<file path="config.mk">
export PLATFORM = sky130hd
export DESIGN_NAME = pll_mult_codec
export DESIGN_NICKNAME = d
export VERILOG_FILES = /design/src/rtl/mdec_conv_pkg.sv /design/src/rtl/mdec_lfsr_step.sv /design/src/rtl/mdec_ceil_div.sv /design/src/rtl/mdec_bw_select.sv /design/src/rtl/pll_mult_codec.sv
export SDC_FILE = /design/constraint.sdc
export NUM_CORES = 1
export LEC_CHECK = 0
export BUFFER_PORTS_ARGS = -buffer_cell sky130_fd_sc_hd__buf_2
export CORE_MARGIN = 2
export CORE_UTILIZATION = 55
export CTS_CLUSTER_SIZE = 25
export DETAILED_ROUTE_END_ITERATION = 16
export MAX_ROUTING_LAYER = met4
export PLACE_DENSITY_LB_ADDON = 0.12
export REMOVE_ABC_BUFFERS = 1
export SYNTH_ARGS = -nofsm -noshare
export SYNTH_HDL_FRONTEND = slang
export SYNTH_HIERARCHICAL = 1
export SYNTH_SLANG_ARGS = --single-unit
export TNS_END_PERCENT = 20
</file>
<file path="constraint.sdc">
create_clock -name clk -period 2.9 [get_ports clk]
set_input_delay 0.29 -clock clk [delete_from_list [all_inputs] [get_ports clk]]
set_output_delay 0.29 -clock clk [all_outputs]
set_load 0.02 [all_outputs]
</file>
<file path="src/rtl/mdec_conv_pkg.sv">
package mdec_conv_pkg;
    localparam int MULT_W   = 16;
    localparam int CODE_W   = 17;
    localparam int LFSR_W   = 15;
    localparam int SELP_W   = 5;
    localparam int SELI_W   = 6;
    localparam int WORD_W   = CODE_W + SELP_W + SELI_W;
    localparam int MULT_MAX = 32768;
    localparam int DEC_INIT = MULT_MAX + 1;
    // the integral-select division uses 2**DIV_W as its dividend
    localparam int DIV_W    = 10;

    localparam logic [CODE_W-1:0] SEED_CODE = 17'h04000;
    localparam logic [CODE_W-1:0] CODE_ONE  = 17'h18003;
    localparam logic [CODE_W-1:0] CODE_TWO  = 17'h10003;

    typedef enum logic [1:0] {
        ST_IDLE,
        ST_ENC_DIV,
        ST_ENC_RUN,
        ST_DEC_RUN
    } conv_state_e;
endpackage

</file>
<file path="src/rtl/mdec_lfsr_step.sv">
module mdec_lfsr_step
    import mdec_conv_pkg::*;
(
    input  logic [LFSR_W-1:0] fwd_cur,
    output logic [LFSR_W-1:0] fwd_next,
    input  logic [LFSR_W-1:0] bwd_cur,
    output logic [LFSR_W-1:0] bwd_next
);
    // forward: shift toward bit 0, feedback into the top bit
    assign fwd_next = {fwd_cur[0] ^ fwd_cur[1], fwd_cur[LFSR_W-1:1]};
    // backward: shift toward the top bit, feedback into bit 0
    assign bwd_next = {bwd_cur[LFSR_W-2:0], bwd_cur[0] ^ bwd_cur[LFSR_W-1]};
endmodule

</file>
<file path="src/rtl/mdec_ceil_div.sv">
module mdec_ceil_div
    import mdec_conv_pkg::*;
(
    input  logic             clk,
    input  logic             rst_n,
    input  logic             load,
    input  logic [DIV_W-1:0] divisor_in,
    output logic [DIV_W-1:0] quot,
    output logic             ready
);
    localparam int CNT_W = $clog2(DIV_W + 1);
    localparam logic [CNT_W-1:0] LAST = CNT_W'(DIV_W);

    logic [DIV_W-1:0] divisor;
    logic [DIV_W-1:0] rem;
    logic [CNT_W-1:0] iter;
    logic [DIV_W:0]   trial;
    logic [DIV_W:0]   diff;
    logic             fits;

    // dividend is 2**DIV_W - 1, so every shifted-in bit is 1
    assign trial = {rem, 1'b1};
    assign diff  = trial - {1'b0, divisor};
    assign fits  = trial >= {1'b0, divisor};
    assign ready = (iter == LAST);

    always_ff @(posedge clk or negedge rst_n) begin
        if (!rst_n) begin
            divisor <= '0;
            rem     <= '0;
            quot    <= '0;
            iter    <= LAST;
        end else if (load) begin
            divisor <= divisor_in;
            rem     <= '0;
            quot    <= '0;
            iter    <= '0;
        end else if (!ready) begin
            rem  <= fits ? diff[DIV_W-1:0] : trial[DIV_W-1:0];
            quot <= {quot[DIV_W-2:0], fits};
            iter <= iter + 1'b1;
        end
    end

    // the partial remainder stays below the divisor after each iteration
    a_r5_rem_below_div: assert property (@(posedge clk) disable iff (!rst_n)
        (!load && !ready) |=> (rem < divisor));
endmodule

</file>
<file path="src/rtl/mdec_bw_select.sv">
module mdec_bw_select
    import mdec_conv_pkg::*;
(
    input  logic [MULT_W-1:0] mult,
    input  logic [DIV_W-1:0]  quot,
    output logic [SELP_W-1:0] selp,
    output logic [SELI_W-1:0] seli
);
    always_comb begin
        if (mult < MULT_W'(60)) selp = SELP_W'(mult[5:1]) + SELP_W'(1);
        else                    selp = SELP_W'(31);

        if (mult > MULT_W'(16384))     seli = SELI_W'(1);
        else if (mult > MULT_W'(8192)) seli = SELI_W'(2);
        else if (mult > MULT_W'(2048)) seli = SELI_W'(4);
        else if (mult >= MULT_W'(501)) seli = SELI_W'(8);
        else if (mult >= MULT_W'(60))  seli = SELI_W'((quot + DIV_W'(1)) << 2);
        else                           seli = SELI_W'({mult[5:2], 2'b00}) + SELI_W'(4);
    end
endmodule

</file>
<file path="src/rtl/pll_mult_codec.sv">
module pll_mult_codec
    import mdec_conv_pkg::*;
(
    input  logic              clk,
    input  logic              rst_n,
    input  logic              enc_start,
    input  logic [MULT_W-1:0] enc_mult,
    input  logic              dec_start,
    input  logic [CODE_W-1:0] dec_code,
    output logic              busy,
    output logic              enc_done,
    output logic [WORD_W-1:0] enc_word,
    output logic              dec_done,
    output logic [MULT_W-1:0] dec_mult,
    output logic              dec_invalid
);
    conv_state_e state, state_nx;

    logic [MULT_W-1:0] enc_m;
    logic [MULT_W:0]   enc_i;
    logic [LFSR_W-1:0] enc_x;
    logic [CODE_W-1:0] dec_x;
    logic [MULT_W-1:0] dec_cnt;
    logic [1:0]        dec_sp;

    logic [LFSR_W-1:0] fwd_next, bwd_next;
    logic [DIV_W-1:0]  quot;
    logic              div_ready, div_load;
    logic [SELP_W-1:0] selp;
    logic [SELI_W-1:0] seli;
    logic              enc_finish, dec_finish;
    logic [CODE_W-1:0] enc_code;
    logic [MULT_W-1:0] dec_res;

    mdec_lfsr_step u_step (
        .fwd_cur  (enc_x),
        .fwd_next (fwd_next),
        .bwd_cur  (dec_x[LFSR_W-1:0]),
        .bwd_next (bwd_next)
    );

    assign div_load = (state == ST_IDLE) && enc_start;

    mdec_ceil_div u_div (
        .clk        (clk),
        .rst_n      (rst_n),
        .load       (div_load),
        .divisor_in (DIV_W'(enc_mult[8:0]) + DIV_W'(9)),
        .quot       (quot),
        .ready      (div_ready)
    );

    mdec_bw_select u_sel (
        .mult (enc_m),
        .quot (quot),
        .selp (selp),
        .seli (seli)
    );

    assign enc_finish = (enc_m < MULT_W'(3)) || (enc_i > (MULT_W+1)'(MULT_MAX));
    assign dec_finish = (dec_sp != 2'd0) || (dec_x == SEED_CODE) || (dec_cnt == '0);
    assign busy       = (state != ST_IDLE);

    always_comb begin
        unique case (enc_m)
            MULT_W'(0): enc_code = '0;
            MULT_W'(1): enc_code = CODE_ONE;
            MULT_W'(2): enc_code = CODE_TWO;
            default:    enc_code = CODE_W'(enc_x);
        endcase
        unique case (dec_sp)
            2'd1:    dec_res = MULT_W'(1);
            2'd2:    dec_res = MULT_W'(2);
            default: dec_res = dec_cnt;
        endcase
    end

    // next-state logic
    always_comb begin
        state_nx = state;
        unique case (state)
            ST_IDLE:    if (enc_start)      state_nx = ST_ENC_DIV;
                        else if (dec_start) state_nx = ST_DEC_RUN;
            ST_ENC_DIV: if (div_ready)      state_nx = ST_ENC_RUN;
            ST_ENC_RUN: if (enc_finish)     state_nx = ST_IDLE;
            ST_DEC_RUN: if (dec_finish)     state_nx = ST_IDLE;
        endcase
    end

    // state register
    always_ff @(posedge clk or negedge rst_n) begin
        if (!rst_n) state <= ST_IDLE;
        else        state <= state_nx;
    end

    // datapath and outputs
    always_ff @(posedge clk or negedge rst_n) begin
        if (!rst_n) begin
            enc_m       <= '0;
            enc_i       <= '0;
            enc_x       <= '0;
            dec_x       <= '0;
            dec_cnt     <= '0;
            dec_sp      <= 2'd0;
            enc_done    <= 1'b0;
            enc_word    <= '0;
            dec_done    <= 1'b0;
            dec_mult    <= '0;
            dec_invalid <= 1'b0;
        end else begin
            enc_done <= 1'b0;
            dec_done <= 1'b0;
            unique case (state)
                ST_IDLE: begin
                    if (enc_start) begin
                        enc_m <= enc_mult;
                        enc_i <= {1'b0, enc_mult};
                        enc_x <= SEED_CODE[LFSR_W-1:0];
                    end else if (dec_start) begin
                        dec_x   <= dec_code;
                        dec_cnt <= MULT_W'(DEC_INIT);
                        dec_sp  <= (dec_code == CODE_ONE) ? 2'd1 :
                                   (dec_code == CODE_TWO) ? 2'd2 : 2'd0;
                    end
                end
                ST_ENC_DIV: ;
                ST_ENC_RUN: begin
                    if (enc_finish) begin
                        enc_done <= 1'b1;
                        enc_word <= {seli, selp, enc_code};
                    end else begin
                        enc_x <= fwd_next;
                        enc_i <= enc_i + 1'b1;
                    end
                end
                ST_DEC_RUN: begin
                    if (dec_finish) begin
                        dec_done    <= 1'b1;
                        dec_mult    <= dec_res;
                        dec_invalid <= (dec_res == '0);
                    end else begin
                        dec_x   <= CODE_W'(bwd_next);
                        dec_cnt <= dec_cnt - 1'b1;
                    end
                end
            endcase
        end
    end

    // a running forward register never collapses to all zeros
    a_r3_state_nonzero: assert property (@(posedge clk) disable iff (!rst_n)
        (state == ST_ENC_RUN) |-> (enc_x != '0));

    // each cycle spent stepping backward lowers the counter by one
    a_r7_count_step: assert property (@(posedge clk) disable iff (!rst_n)
        (state == ST_DEC_RUN && $past(state) == ST_DEC_RUN)
            |-> (dec_cnt == $past(dec_cnt) - MULT_W'(1)));

    // busy only rises after an accepted start
    a_r9_busy_entry: assert property (@(posedge clk) disable iff (!rst_n)
        $rose(busy) |-> $past(enc_start || dec_start));

    // a completion leaves the block idle
    a_r9_idle_after_done: assert property (@(posedge clk) disable iff (!rst_n)
        (enc_done || dec_done) |-> !busy);

    // encode wins over a simultaneous decode
    a_r10_enc_priority: assert property (@(posedge clk) disable iff (!rst_n)
        (state == ST_IDLE && enc_start && dec_start) |=> (state == ST_ENC_DIV));

    // done pulses last exactly one cycle
    a_r11_enc_pulse: assert property (@(posedge clk) disable iff (!rst_n)
        enc_done |=> !enc_done);
    a_r11_dec_pulse: assert property (@(posedge clk) disable iff (!rst_n)
        dec_done |=> !dec_done);
endmodule

</file>
Yosys cells after proc, flatten, opt, wreduce, memory -nomap -nowiden
Index checks and enable logic that the tools add are counted.
{"block": "word_totals", "ff_bits": 160, "inputBits": 37}
{"block": "classes", "bitwise": 3, "n_reduce_logical": 19, "n_eq_ne": 21, "n_lt_le_gt_ge": 9, "muxes": 41, "n_addsub": 8}
{"cell": "$mux W17", "n": 5}
{"cell": "$pmux W17 S2", "n": 2}
{"cell": "$pmux W16 S2", "n": 2}
{"cell": "$pmux W17 S3", "n": 1}
{"cell": "$logic_not A16 Y1", "n": 3}
{"cell": "$mux W16", "n": 3}
{"cell": "$eq A17 B17 Y1 const B", "n": 2}
{"cell": "$mux W10", "n": 3}
{"cell": "$mux W15", "n": 2}
{"cell": "$mux W6", "n": 5}
{"cell": "$pmux W15 S2", "n": 1}
{"cell": "$add A17 B1 Y17 const B", "n": 1}
{"cell": "$eq A17 B15 Y1 const B", "n": 1}
{"cell": "$gt A17 B16 Y1 const B", "n": 1}
{"cell": "$eq A16 B1 Y1 const B", "n": 1}
{"cell": "$eq A16 B2 Y1 const B", "n": 1}
{"cell": "$ge A16 B6 Y1 const B", "n": 1}
{"cell": "$ge A16 B9 Y1 const B", "n": 1}
{"cell": "$gt A16 B12 Y1 const B", "n": 1}
{"cell": "$gt A16 B14 Y1 const B", "n": 1}
{"cell": "$gt A16 B15 Y1 const B", "n": 1}
{"cell": "$lt A16 B2 Y1 const B", "n": 1}
{"cell": "$lt A16 B6 Y1 const B", "n": 1}
{"cell": "$mux W4", "n": 4}
{"cell": "other kinds (26)", "n": 56}

Logic depth before layout (Yosys ltp)
{"block": "depth", "word_depth": 6, "ltp_mapped": 10, "mapped_depth_nobuf": 9}

By module
Netlist, hierarchy kept.
{"module": "pll_mult_codec", "seq_area_each_um2": 3303.2, "area_per_inst_um2": 6572.6, "cells_each": 652, "instances": 1}
{"module": "mdec_ceil_div", "seq_area_each_um2": 853.3, "area_per_inst_um2": 1933.1, "cells_each": 202, "instances": 1}
{"module": "mdec_bw_select", "seq_area_each_um2": 0.0, "area_per_inst_um2": 414.1, "cells_each": 59, "instances": 1}
{"module": "mdec_lfsr_step", "seq_area_each_um2": 0.0, "area_per_inst_um2": 227.7, "cells_each": 30, "instances": 1}

Least setup slack after synthesis
Ideal clock, no wire load.
{"block": "synth_path", "kind": "register to register", "from": "register enc_m[8]", "to": "register enc_word[25]", "path_slack_ps": 278, "path_buffers": 0, "setup_time_ps": 128, "period_less_slack_ps": 2622, "required_time_ps": 2772, "path_stages_with_launch": 8, "arrival_ps": 2494, "path_cell_list": "dfrtp_1 or4_4 or3_4 a21oi_4 mux2_1 ha_1 o21a_1 mux2_1"}
{"block": "synth_between", "elab_chain_len": 6}
{"element": "from (decl)", "line": "pll_mult_codec.sv:19", "source": "logic [MULT_W-1:0] enc_m;"}
{"element": "from (signal assigned)", "line": "pll_mult_codec.sv:116", "source": "enc_m <= enc_mult;"}
{"element": "$ge A16 B6 Y1", "line": "mdec_bw_select.sv:17", "source": "else if (mult >= MULT_W'(60)) seli = SELI_W'((quot + DIV_W'(1)) << 2);"}
{"element": "$mux W6", "line": "mdec_bw_select.sv:17"}
{"element": "$mux W6", "line": "mdec_bw_select.sv:16", "source": "else if (mult >= MULT_W'(501)) seli = SELI_W'(8);"}
{"element": "$mux W6", "line": "mdec_bw_select.sv:15", "source": "else if (mult > MULT_W'(2048)) seli = SELI_W'(4);"}
{"element": "$mux W6", "line": "mdec_bw_select.sv:14", "source": "else if (mult > MULT_W'(8192)) seli = SELI_W'(2);"}
{"element": "$mux W6 (*)", "line": "mdec_bw_select.sv:13", "source": "if (mult > MULT_W'(16384)) seli = SELI_W'(1);"}
{"element": "net seli[3]", "line": "pll_mult_codec.sv:30", "source": "logic [SELI_W-1:0] seli;"}
{"element": "to (signal assigned)", "line": "pll_mult_codec.sv:130", "source": "enc_word <= {seli, selp, enc_code};"}
{"element": "to (decl)", "line": "pll_mult_codec.sv:12", "source": "output logic [WORD_W-1:0] enc_word,"}
The timed path passes the listed nets; every way through them passes the cells marked *.
A chain may end at the register's enable or synchronous reset.

Final worst setup path
{"block": "layout_path", "from": "register u_div.divisor[1]", "to": "register u_div.rem[8]"}
{"block": "layout_between", "elab_chain_len": 4}
{"element": "from (decl)", "line": "mdec_ceil_div.sv:14", "source": "logic [DIV_W-1:0] divisor;"}
{"element": "from (signal assigned)", "line": "mdec_ceil_div.sv:34", "source": "divisor <= divisor_in;"}
{"element": "$sub A10 B10 Y10 / $ge A11 B10 Y1 (equally long branches)", "line": "mdec_ceil_div.sv:23, mdec_ceil_div.sv:24"}
{"element": "$mux W10 (*)", "line": "mdec_ceil_div.sv:39", "source": "rem <= fits ? diff[DIV_W-1:0] : trial[DIV_W-1:0];"}
{"element": "$mux W10 (*)", "line": "mdec_ceil_div.sv:38", "source": "end else if (!ready) begin"}
{"element": "$mux W10 (*)", "line": "mdec_ceil_div.sv:33", "source": "end else if (load) begin"}
{"element": "to (signal assigned)", "line": "mdec_ceil_div.sv:39"}
{"element": "to (decl)", "line": "mdec_ceil_div.sv:15", "source": "logic [DIV_W-1:0] rem;"}
Every way passes the cells marked *; elsewhere a longest branch is shown, timed or not. The select of a mux whose other input is x is not followed.

==> impl_metrics.json <==
{
  "critPathRequiredTime_ns": 3.22,
  "finalMaxSlewViolations": 0,
  "cap_violations": 0,
  "filler_cell_count": 1381,
  "yosys_warnings": 6,
  "rsz0062_at_grt": "no",
  "crit_family": "compound AO/OA/AOI/OAI gates",
  "finalNonFillerCells": 1204,
  "clk_latency_ns": 0.43,
  "clkSlewWorstSetupHoldPaths_ns": 0.06,
  "outcome": "finished, final reports clean",
  "p_clk_frac": 0.198,
  "rr_endpoint": "u_div/rem[8]",
  "switchingPower_mw": 4.516,
  "antenna_found_initial": 0,
  "hold_class": "input port to flip-flop",
  "dp_cells": 1171,
  "clock_sinks": 160,
  "drc": 0,
  "critPathKind": "flip-flop to flip-flop",
  "cp-end-kind": "flip-flop",
  "setup_viol": 0,
  "setup_ws_ns": 0.2581,
  "max_stage_delay_ns": 0.41,
  "final-hold-violation-count": 0,
  "ir_drop_v": 0.0005554,
  "whs_ns": 0.08225,
  "cp_max_fo": 9,
  "synth_area_um2": 8922,
  "grt_pass1_wl_um": 32660,
  "drt-vias-per-instance": 5.720,
  "fin_nets": 1035,
  "via_count": 6887,
  "ant_nets": 0,
  "drive_gt1_frac": 0.2338,
  "die_y_um": 131.4,
  "synth.avg_cell_area_um2": 9.709,
  "design_area_um2": 10020,
  "io_pins": 85,
  "slew_headroom": 0.5722,
  "die_area_um2": 17260,
  "worst_r2r_path_depth": 9,
  "fp-row-count": 46,
  "cts-root-buf": "clkbuf_16",
  "area_delta_synth_final_pct": 12.30,
  "grt_max_degree": 64,
  "fin_crit_sh": 0.9110,
  "finalCriticalPeriod_ns": 2.642,
  "powerDensity_nw_per_um2": 1108,
  "cts_made_buffers": 17,
  "core_area_um2": 15890,
  "holdPathEnd": "enc_m[12]",
  "fmax_mhz": 378.5,
  "cp_cell_sequence": "ha_1 -> fa_1 -> nand2b_1 -> a21oi_1 -> a31oi_1 -> o31ai_4 -> buf_4 -> nor4b_1 -> a311o_1",
  "track_usage": 0.2379,
  "synth_cells": 919,
  "port_buffers": 84,
  "overflow": 0,
  "dp_hpwl_um": 13500,
  "wl_um": 19330,
  "gp_congestion": 0.8492,
  "power.internal_mw": 6.586,
  "clock_path_buffers": 2,
  "finalSetupTns_ns": 0,
  "combPwrFrac": 0.460,
  "swShare": 0.4068,
  "p_leak_nw": 4.662,
  "wire_per_inst_um": 16.05,
  "grt_pass1_vias": 6606,
  "place_area_um2": 9437,
  "utilization": 0.6308,
  "regToRegStartpoint": "u_div/divisor[1]",
  "post_cts_buffers": 0,
  "first_pass_iters": 5,
  "n_antenna_cell": 0,
  "min_path_cells": 3,
  "cts_tree": "done",
  "reg2reg_slack_ns": 0.26,
  "worst_pin_slew_ns": 0.6393,
  "hp-start": "enc_mult[12]",
  "total_power_mw": 11.10,
  "h-tree-depth": 4,
  "worstSetupStartpointType": "flip-flop",
  "pwr-share-seq": 0.342,
  "dp_slack_ns": 0.2723,
  "die_w_um": 131.4,
  "dr.first_iter.drc_count": 391,
  "cp.arrival_ns": 2.96,
  "cpMaxStageDelayCell": "fa_1",
  "start_util": 0.5617,
  "fin_skew_ns": 0.008625,
  "worst-path-buf-inv": 1
}
-- per-layer routing --
metal	up-vias	GRT usage	share of wire
li1	3354	-	-
met1	3360	0.3185	0.47
met2	155	0.3734	0.48
met3	18	0.04128	0.039
met4	0	0.07367	0.013
met5	-	-	0
-- sequential cells by signal (all words and copies together), names as in the netlist --
register and flops:
enc_word 28, u_div/divisor 10, enc_x 15, dec_mult 16, enc_m 16, dec_x 17
u_div/rem 10, enc_done 1, u_div/iter 4, dec_invalid 1, dec_cnt 16, u_div/quot 4
dec_done 1, dec_sp 2, enc_i 17, state 2
-- worst max-delay path by stage --
stage	start	to	slack, ns	cells after the start
3_5_place_dp	enc_m[8]	enc_word[26]	0.27	8
3_3_place_gp	enc_m[8]	enc_word[25]	0.30	7
5_1_grt	enc_i[0]	enc_x[9]	0.04	8
2_1_floorplan	enc_i[0]	enc_i[5]	-0.36	7
4_1_cts	enc_m[8]	enc_word[26]	0.26	8
6_report	u_div/divisor[1]	u_div/rem[8]	0.26	9
-- power groups by stage --
stage	sequential (mW)	clock (mW)	combinational, mW
after global routing	3.93	2.34	5.67
final	3.80	2.20	5.11
after detailed placement	3.83	0	5.10
after CTS	3.79	2.24	5.12
after floorplan	3.90	0	3.57
after global placement	3.81	0	5.01
-- area by class of cell --
class | count | area (um2) | area share
Inverter | 30 | 112.6 | 0.01124
Timing Repair Buffer | 113 | 684.4 | 0.06831
Sequential cell | 160 | 4006 | 0.3999
Multi-Input combinational cell | 653 | 4373 | 0.4364
Clock buffer | 17 | 425.4 | 0.04246
Clock inverter | 15 | 147.6 | 0.01474
Tap cell | 216 | 270.3 | 0.02697
-- worst min-delay path: cells and delay by family --
family / cells / cell delay (ns)
AND/OR/NAND/NOR: 2 / 0.10
buffers and inverters: 1 / 0.09
-- what timing repair did --
item | in CTS | in global routing
setup endpoints to repair | 0 | 0
endpoints found under the hold margin | 59 | 0
hold buffers | 1 | 0
gates resized for setup | 0 | 0
-- layout by cell type (no fill, tap or decap), types with 6 or more instances in the layout --
master,instances
mux2_1,8
or3_1,9
nand4_1,6
buf_4,25
o21ai_0,49
mux2i_1,6
mux2_2,36
buf_2,83
clkbuf_16,17
a21o_1,8
or4_1,8
o21a_1,8
nor2b_1,14
and2_1,6
a21oi_1,28
nand2_1,158
nor2_1,50
nand3_1,32
ha_1,22
inv_1,28
xnor2_1,11
inv_6,7
dfrtp_1,158
nor4_1,16
mux2_4,17
xor2_1,9
nand2b_1,6
nor3_1,20
a31oi_1,15
a221o_1,6
and3_1,9
a211oi_1,10
Power figures use the tool's default switching activity.
